===== config.mk =====
export PLATFORM = sky130hd
export DESIGN_NAME = clkout_timer
export DESIGN_NICKNAME = d
export VERILOG_FILES = /design/src/rtl/clkout_pkg.sv /design/src/rtl/clkout_prescale.sv /design/src/rtl/clkout_counter.sv /design/src/rtl/clkout_toggle.sv /design/src/rtl/clkout_timer.sv
export SDC_FILE = /design/constraint.sdc
export NUM_CORES = 1
export LEC_CHECK = 0
export CAP_MARGIN = 20
export CORE_ASPECT_RATIO = 1.4
export CORE_MARGIN = 3
export CORE_UTILIZATION = 35
export CTS_CLUSTER_DIAMETER = 200
export DETAILED_ROUTE_END_ITERATION = 10
export PLACE_DENSITY_LB_ADDON = 0.05
export SYNTH_ARGS = -nofsm -noshare
export SYNTH_HDL_FRONTEND = slang
export SYNTH_SLANG_ARGS = --single-unit

===== constraint.sdc =====
create_clock -name clk -period 4 [get_ports clk]
set_clock_uncertainty 0.1 [all_clocks]
set_input_delay 0.6 -clock clk [delete_from_list [all_inputs] [get_ports clk]]
set_output_delay 0.6 -clock clk [all_outputs]
set_load 0.05 [all_outputs]

===== src/rtl/clkout_pkg.sv =====
// Package: shared mode type and decode for the auto-reload clock-out timer.
// Assumes: count select high means the external count path, which lives outside.
package clkout_pkg;

    typedef enum logic [1:0] {
        TM_HALT   = 2'd0,
        TM_EXTCNT = 2'd1,
        TM_TIMER  = 2'd2
    } tmr_mode_e;

    // Decode the run and count-select controls into the timer's operating mode.
    function automatic tmr_mode_e decode_mode(input logic run, input logic csel);
        if (csel)
            return TM_EXTCNT;
        else if (run)
            return TM_TIMER;
        else
            return TM_HALT;
    endfunction

endpackage


===== src/rtl/clkout_prescale.sv =====
// Module: clock-enable prescaler. Emits one tick every DIV enabled clocks.
// Assumes: the phase holds while adv is low, so a stop/start keeps the phase.
module clkout_prescale #(
    parameter int unsigned DIV = 2
) (
    input  logic clk,
    input  logic rst_n,
    input  logic adv,
    output logic tick
);

    generate
        if (DIV <= 1) begin : g_pass
            assign tick = adv;
        end else begin : g_div
            localparam int unsigned PW = $clog2(DIV);
            localparam logic [PW-1:0] LAST = PW'(DIV - 1);
            logic [PW-1:0] phase_q;

            // Step the phase on each enabled clock and wrap at the last phase.
            always_ff @(posedge clk) begin
                if (!rst_n)
                    phase_q <= '0;
                else if (adv)
                    phase_q <= (phase_q == LAST) ? '0 : phase_q + PW'(1);
            end

            assign tick = adv && (phase_q == LAST);
        end
    endgenerate

endmodule


===== src/rtl/clkout_counter.sv =====
// Module: up-counter with byte-written reload register.
// Assumes: counter resets to terminal count so the first tick loads the reload.
//          Reload writes land in the register only; the count uses them at wrap.
module clkout_counter #(
    parameter int unsigned W  = 16,
    parameter int unsigned BW = W / 2
) (
    input  logic          clk,
    input  logic          rst_n,
    input  logic          tick,
    input  logic          wr_hi,
    input  logic          wr_lo,
    input  logic [BW-1:0] wdata,
    output logic          wrap,
    output logic [W-1:0]  reload_q
);

    logic [W-1:0] cnt_q;
    logic         at_top;

    assign at_top = &cnt_q;
    assign wrap   = tick && at_top;

    // Capture reload bytes from their individual write strobes.
    always_ff @(posedge clk) begin
        if (!rst_n) begin
            reload_q <= '0;
        end else begin
            if (wr_hi) reload_q[W-1:BW] <= wdata;
            if (wr_lo) reload_q[BW-1:0] <= wdata;
        end
    end

    // Count on each tick; load the reload value instead of wrapping to zero.
    always_ff @(posedge clk) begin
        if (!rst_n)
            cnt_q <= '1;
        else if (tick)
            cnt_q <= at_top ? reload_q : cnt_q + W'(1);
    end

endmodule


===== src/rtl/clkout_toggle.sv =====
// Module: toggle flip-flop that forms the 50% duty square wave.
// Assumes: flip is a single-cycle pulse; holds value otherwise.
module clkout_toggle (
    input  logic clk,
    input  logic rst_n,
    input  logic flip,
    output logic q
);

    // Invert the stored level on each flip request.
    always_ff @(posedge clk) begin
        if (!rst_n)
            q <= 1'b0;
        else if (flip)
            q <= ~q;
    end

endmodule


===== src/rtl/clkout_timer.sv =====
// Module: auto-reload timer with square-wave clock-out and shared rollover strobe.
// Does:   prescales the clock, counts up, reloads on wrap, toggles the pin source,
//         and pulses a rollover strobe and (outside clock-out mode) an interrupt.
// Assumes: PRESC_DIV >= 2 so strobes are never back to back; reload is byte-written.
module clkout_timer #(
    parameter int unsigned CNT_W     = 16,
    parameter int unsigned PRESC_DIV = 2
) (
    input  logic               clk,
    input  logic               rst_n,
    input  logic               run_en,
    input  logic               count_sel,
    input  logic               out_en,
    input  logic               gpio_val,
    input  logic               rld_wr_hi,
    input  logic               rld_wr_lo,
    input  logic [CNT_W/2-1:0] rld_wdata,
    output logic               clk_out,
    output logic               ovf_strobe,
    output logic               irq_pulse
);
    import clkout_pkg::*;

    localparam int unsigned BW = CNT_W / 2;

    tmr_mode_e        mode;
    logic             adv;
    logic             tick;
    logic             wrap;
    logic             tff_q;
    logic             wave_sel;
    logic [CNT_W-1:0] reload_q;

    assign mode     = decode_mode(run_en, count_sel);
    assign adv      = (mode == TM_TIMER);
    assign wave_sel = out_en && !count_sel;

    clkout_prescale #(.DIV(PRESC_DIV)) u_pre (
        .clk  (clk),
        .rst_n(rst_n),
        .adv  (adv),
        .tick (tick)
    );

    clkout_counter #(.W(CNT_W), .BW(BW)) u_cnt (
        .clk     (clk),
        .rst_n   (rst_n),
        .tick    (tick),
        .wr_hi   (rld_wr_hi),
        .wr_lo   (rld_wr_lo),
        .wdata   (rld_wdata),
        .wrap    (wrap),
        .reload_q(reload_q)
    );

    clkout_toggle u_tff (
        .clk  (clk),
        .rst_n(rst_n),
        .flip (wrap && out_en),
        .q    (tff_q)
    );

    // Register the rollover strobe and the interrupt request (suppressed in clock-out mode).
    always_ff @(posedge clk) begin
        if (!rst_n) begin
            ovf_strobe <= 1'b0;
            irq_pulse  <= 1'b0;
        end else begin
            ovf_strobe <= wrap;
            irq_pulse  <= wrap && !out_en;
        end
    end

    // Select the pin source: square wave in clock-out mode, else the GPIO value.
    always_comb begin
        clk_out = wave_sel ? tff_q : gpio_val;
    end

endmodule


==> summary.txt, run 1 <==
GRT
  – Total global-route track usage: 15.62%
  – Vias in the first global route: 1,403
  – Antenna violations before repair: 0
  – First-pass GRT wire length: 6886 microns
  – GR Overflow Total: 0
  – Largest net degree at the start of global routing: 25

Setup path
  – CP endpoint kind: output port
  – Critical R2R Launch: u_cnt.cnt_q[0]
  – Reg2reg end: u_cnt.cnt_q[14]
  – Most Frequent Cell on Critical Path: clkdlybuf4s50_1
  – Req. time, crit path: between 3 and 4 ns
  – Type of the worst setup path: in -> out
  – Crit-path cells: clkdlybuf4s50_1 > nand3b_1 > nand2_1 > clkdlybuf4s50_1
  – Worst Setup Start Kind: input pin
  – Crit path arrival time: 2.15 ns
  – R2R cell count: 6
  – R2R Setup Slk: around 1.6 ns
  – Slowest CP cell: clkdlybuf4s50_1
  – CP top delay family: buffers and inverters
  – WP buf/inv: 2
  – Critical Path Max Stage Delay: around 0.8 ns
  – Crit path max fanout: 7

Placement
  – RD Place Congestion: 0.8431
  – DP Wirelength: just over 3000 microns
  – I/O Buffers: 18
  – Dpl cell area: 1937 sq um

Detailed routing
  – Via count: 1,407
  – Drt first pass iters: 4
  – Per-cell routed wire length: 15.36 microns
  – DRC violations left: 0
  – Via/cell ratio: 5.270
  – DRT antenna net count: 0
  – Total wire length: 4100 microns
  – Iteration-0 DRC Markers: 34

Synth
  – Synthesis-stage register bit count: 36
  – Ys async rst share: 0%
  – Yosys top cell area share: 41.98%
  – Mapped Area: 1717 sq um
  – Area contributors post-synth: dfxtp_1 42%, mux2i_1 11%, nor2b_1 6.2%
  – Yosys warning total: 0
  – Post-synthesis sequential area ratio: 41.98%
  – Synth area leader: dfxtp_1
  – Syn Area/Cell: 9.131 sq um
  – Synth Net Count: 205
  – Synth unique cells: 41
  – Main synth FF type: dfxtp_1
  – EDFF count, synth: 0
  – Post-Synthesis Cells: 188

CTS
  – Worst-case clock buffer depth: 2
  – CTS tree: done
  – CTS Hold Bufs: 0
  – CTS H-tree depth: 2
  – Total CTS buffers: 5
  – Clock slew at reported path FFs: 0.07 ns
  – Post-CTS Resized: 0
  – CTS sink cnt: 36
  – Clock root buffer: clkbuf_8
  – Clock latency on the worst-skew pair: 0.28 ns
  – Post-CTS Setup Bufs: 0

Timing
  – Period utilization: 71.23%
  – Setup violators final: 0
  – RSZ-0062 raised after global routing: no
  – Slew HR: 49.92%
  – Max Clk Rate: about 350 MHz
  – Final Hold Vio Count: 0
  – Total Neg Setup Slack: 0 ns
  – Worst slew pin tran: 0.7489 ns
  – Fin. max-slew vios: 0
  – Fin crit period: 2.849 ns
  – WHS: around 0.38 ns

Power and ir drop
  – Leakage: roughly 0.84 nW
  – Total chip power: 0.8247 mW
  – Pwr dens: a little over 400 nW/um^2
  – Peak VDD IR: ~190 uV

Floorplan
  – Die width: 65.19 microns
  – Die H: around 89 microns
  – Row count: 29
  – Area of the core: approximately 4600 sq um
  – Io pins: 19
  – Initial core utilization: 36.96%
  – Die area: 5793 sq um

Job
  – Max Cap Viol: 0

Finish
  – Fin nets: 222
  – Finished layout cell area: 2033 sq um
  – Commonest non-fill, non-tap cells in the layout: 36 x dfxtp_1, 19 x mux2i_1, 18 x clkdlybuf4s50_1
  – Commonest non-fill, non-tap cell in the layout: dfxtp_1
  – Layout cells sized above 1: 5.854%
  – Fill count: 507
  – Antenna cells: 0
  – Area Overhead vs Synth: 18.44%

Min path
  – Hold endpoint: u_cnt.cnt_q[7]
  – Hold_sp: u_cnt.reload_q[7]
  – HP Class: reg -> reg
  – Hold Crit Depth: 1

Status
  – Status: completed
## layout make-up
type                    count  area (sq um)  area share [%]
inverters                   3         11.26          0.5538
clock buffers               7         96.34           4.738
multi-input cells         140         939.7           46.22
flip-flops and latches     36         720.7           35.45
well taps                  62         77.57           3.815
repair buffers             19         187.7           9.231
## worst max path at each step
stage | from | endpoint | slack (ns) | depth (start not counted)
floorplan | count_sel | u_cnt.cnt_q[14] | 2.04 | 5
global placement | count_sel | clk_out | 1.19 | 4
detailed placement | count_sel | clk_out | 1.12 | 4
CTS | count_sel | clk_out | 1.13 | 4
global route | count_sel | clk_out | 1.10 | 4
finish | count_sel | clk_out | 1.15 | 4
## cell families (layout without fill, tap and decap cells)
logic type / count (synthesis) / count (layout) / synth area share [%]
compound gates: 34 / 34 / 12.03
xor+xnor: 5 / 5 / 2.551
simple gates: 81 / 81 / 28.35
buf+inv: 12 / 29 / 3.280
flops: 36 / 36 / 41.98
mux: 19 / 19 / 11.08
fa+ha+maj: 1 / 1 / 0.7287
## routing by layer
metal	track usage, %	wire length, microns	vias to the layer above
li1	-	-	709
met4	6.038	53	0
met1	19.27	1900	669
met3	3.685	128	6
met2	26.27	2017	23
met5	0	0	-
## registers in the layout (all words and copies together), names as in the netlist
name / cells
ovf_strobe: 1
u_cnt.cnt_q: 16
u_tff.q: 1
u_cnt.reload_q: 16
u_pre.g_div.phase_q: 1
irq_pulse: 1
## synth_stat cells (all sizes together), types with 2 or more instances
| cell type | n |
|---|---|
| inv | 3 |
| nor3 | 3 |
| clkbuf | 7 |
| a21oi | 6 |
| mux2i | 19 |
| o21ai | 16 |
| and2 | 4 |
| nand3b | 2 |
| nor2b | 17 |
| dfxtp | 36 |
| and4 | 3 |
| and3 | 7 |
| buf | 2 |
| nor2 | 12 |
| nand4 | 4 |
| nand3 | 8 |
| xnor2 | 4 |
| nand2 | 12 |
| o211ai | 2 |
| nor4 | 2 |
| a31oi | 3 |
## power by group
part / switching [mW] / total, mW / internal, mW
Combinational: 0.0874 / 0.154 / 0.0663
Sequential: 0.0159 / 0.393 / 0.377
Clock: 0.124 / 0.278 / 0.153
Total: 0.228 / 0.825 / 0.597
## worst register-to-register path: stages, from the launching register on
cell	delay, ns
dfxtp_1	0.40
ha_1	0.31
nand4b_1	0.32
nor3_1	0.66
nand4_1	0.19
mux2i_1	0.18
nand2_1	0.06
## stage by stage
stage | util, % | setup slack [ns] | std cells
2_1_floorplan | - | 2.038 | 188
3_5_place_dp | 41.70 | 1.120 | 260
3_3_place_gp | 41.70 | 1.194 | 260
6_report | 43.78 | 1.151 | 267
4_1_cts | 43.78 | 1.128 | 267
5_1_grt | 43.78 | 1.097 | 267
No activity file was read; power rests on OpenSTA's default activity.
==> run 2: changes to the inputs <==
==> constraint.sdc (replaced) <==
create_clock -name clk -period 2.48 [get_ports clk]
set_clock_uncertainty 0.1 [all_clocks]
set_input_delay 0.372 -clock clk [delete_from_list [all_inputs] [get_ports clk]]
set_output_delay 0.372 -clock clk [all_outputs]
set_load 0.05 [all_outputs]
==> summary.txt, run 2 (same netlist as run 1, synthesis figures left out) <==
Status
  – Status: completed

CTS
  – CTS tree: done
  – Clock slew at reported path FFs: 0.07 ns (about the same)
  – CTS Hold Bufs: 0 (unchanged)
  – Worst-case clock buffer depth: 2 (unchanged)
  – CTS sink cnt: 36 (unchanged)
  – Post-CTS Setup Bufs: 0 (unchanged)
  – Clock root buffer: clkbuf_8
  – Post-CTS Resized: 0 (unchanged)
  – Total CTS buffers: 5 (unchanged)
  – Clock latency on the worst-skew pair: 0.29 ns (about the same)
  – CTS H-tree depth: 2 (unchanged)

GRT
  – First-pass GRT wire length: 6748 microns (-2.0%)
  – GR Overflow Total: 0 (unchanged)
  – Antenna violations before repair: 0 (unchanged)
  – Vias in the first global route: 1,373 (-2.1%)
  – Largest net degree at the start of global routing: 17 (-32%)
  – Total global-route track usage: 15.68% (+0.054 points)

Setup path
  – Crit path arrival time: 2.28 ns (+0.13 ns)
  – Type of the worst setup path: reg -> reg
  – Critical R2R Launch: u_cnt.cnt_q[8]
  – CP endpoint kind: flip-flop
  – Worst Setup Start Kind: flip-flop
  – R2R cell count: 5 (-1)
  – Critical path origin: u_cnt.cnt_q[8]
  – Req. time, crit path: 2.54 ns (-0.76 ns)
  – Crit path max fanout: 11 (+4)

Timing
  – WHS: 0.3784 ns (-0.005180 ns)
  – Fin. max-slew vios: 0 (unchanged)
  – RSZ-0062 raised after global routing: no
  – Max Clk Rate: 450.8 MHz
  – Final Hold Vio Count: 0 (unchanged)
  – Setup violators final: 0 (unchanged)
  – Slew HR: 59.80% (+9.9 points)
  – Period utilization: around 89%
  – Total Neg Setup Slack: 0 ns (unchanged)
  – Fin crit period: 2.218 ns
  – Worst slew pin tran: 0.6011 ns (-0.1478 ns)

Floorplan
  – Die width: 65.19 microns (unchanged)
  – Die area: 5793 sq um (unchanged)
  – Area of the core: 4644 sq um (unchanged)
  – Die H: 88.87 microns (unchanged)
  – Row count: 29 (unchanged)
  – Io pins: 19 (unchanged)
  – Initial core utilization: 36.96% (unchanged)

Power and ir drop
  – Leakage: 0.8600 nW (+2.4%)
  – Clock share of power: 32.7% (-1.0 points)
  – NetSw: 0.3720 mW (+63%)
  – P_int: 0.9415 mW (+58%)
  – Total chip power: 1.313 mW (+59%)
  – Peak VDD IR: 353.2 uV (+86%)
  – Pwr dens: 637.0 nW/um^2 (+57%)
  – Switch share: 28.32% (+0.72 points)
  – Comb power frac: 18.9% (+0.3 points)
  – Seq pwr share: 48.4% (+0.7 points)

Job
  – Max Cap Viol: 0 (unchanged)

Min path
  – Hold Crit Depth: 1 (unchanged)
  – Hold_sp: u_cnt.reload_q[7]
  – HP Class: reg -> reg

Finish
  – Area Overhead vs Synth: 20.12%
  – Util after Layout: 44.40% (+0.62 points)
  – Commonest non-fill, non-tap cell in the layout: dfxtp_1
  – Commonest non-fill, non-tap cells in the layout: 36 x dfxtp_1, 19 x mux2i_1, 17 x nor2b_1, 17 x clkdlybuf4s50_1
  – Antenna cells: 0 (unchanged)
  – Largest regs: u_cnt.cnt_q (16), u_cnt.reload_q (16)
  – Layout cells sized above 1: 8.134% (+2.3 points)
  – Fin nets: 225 (+1.4%)

Detailed routing
  – Via count: 1,407 (unchanged)
  – DRC violations left: 0 (unchanged)
  – Total wire length: 4074 microns (-0.63%)
  – Via/cell ratio: 5.192 (-1.5%)
  – Per-cell routed wire length: 15.03 microns (-2.1%)
  – DRT antenna net count: 0 (unchanged)
  – Iteration-0 DRC Markers: 60 (+76%)
  – Drt first pass iters: 4 (unchanged)

Placement
  – RD Place Congestion: 0.8939 (+6.0%)
  – DP Wirelength: 3124 microns (+3.4%)
  – I/O Buffers: 18 (unchanged)
run 2: cell type report:
type,count,area (sq um)
Clock buffer,6,82.58
Clock inverter,2,10.01
Fill cell,499,2582
Inverter,3,11.26
Multi-Input combinational cell,140,939.7
Sequential cell,36,720.7
Tap cell,62,77.57
Timing Repair Buffer,22,220.2
run 2: per-stage QoR:
stage	cell area [sq um]	std cells	setup WS [ns]
after floorplan	1717	188	0.5372
after global placement	1969	263	0.3457
after detailed placement	1969	263	0.2688
after CTS	2062	271	0.2921
after global routing	2062	271	0.1881
final	2062	271	0.2616
run 2: power groups by stage:
| stage | clock (mW) | combinational (mW) | sequential [mW] |
|---|---|---|---|
| 2_1_floorplan | 0 | 0.189 | 0.641 |
| 3_3_place_gp | 0 | 0.246 | 0.649 |
| 3_5_place_dp | 0 | 0.247 | 0.649 |
| 4_1_cts | 0.442 | 0.250 | 0.636 |
| 5_1_grt | 0.471 | 0.274 | 0.639 |
| 6_report | 0.429 | 0.248 | 0.636 |
run 2: critical path, cell delays in order (launching register included):
cell and delay (ns):
dfxtp_1 0.44, and4_1 0.33, or4b_4 0.59, or4_1 0.50
nand2_1 0.07, a21oi_1 0.06
run 2: worst paths after layout:
check / to / slack [ns]
worst max register to register: u_cnt.cnt_q[9] / 0.26
worst min register to register: u_cnt.cnt_q[7] / 0.38
worst min-delay path: u_cnt.cnt_q[7] / 0.38
worst max-delay path: u_cnt.cnt_q[9] / 0.26
run 2: metal layers:
| layer | global-route usage, % | vias to the layer above | wire [microns] |
|---|---|---|---|
| met5 | 0 | - | 0 |
| met4 | 6.226 | 0 | 71 |
| met1 | 18.63 | 665 | 1791 |
| met2 | 26.64 | 24 | 2065 |
| met3 | 4.320 | 5 | 146 |
| li1 | - | 713 | - |
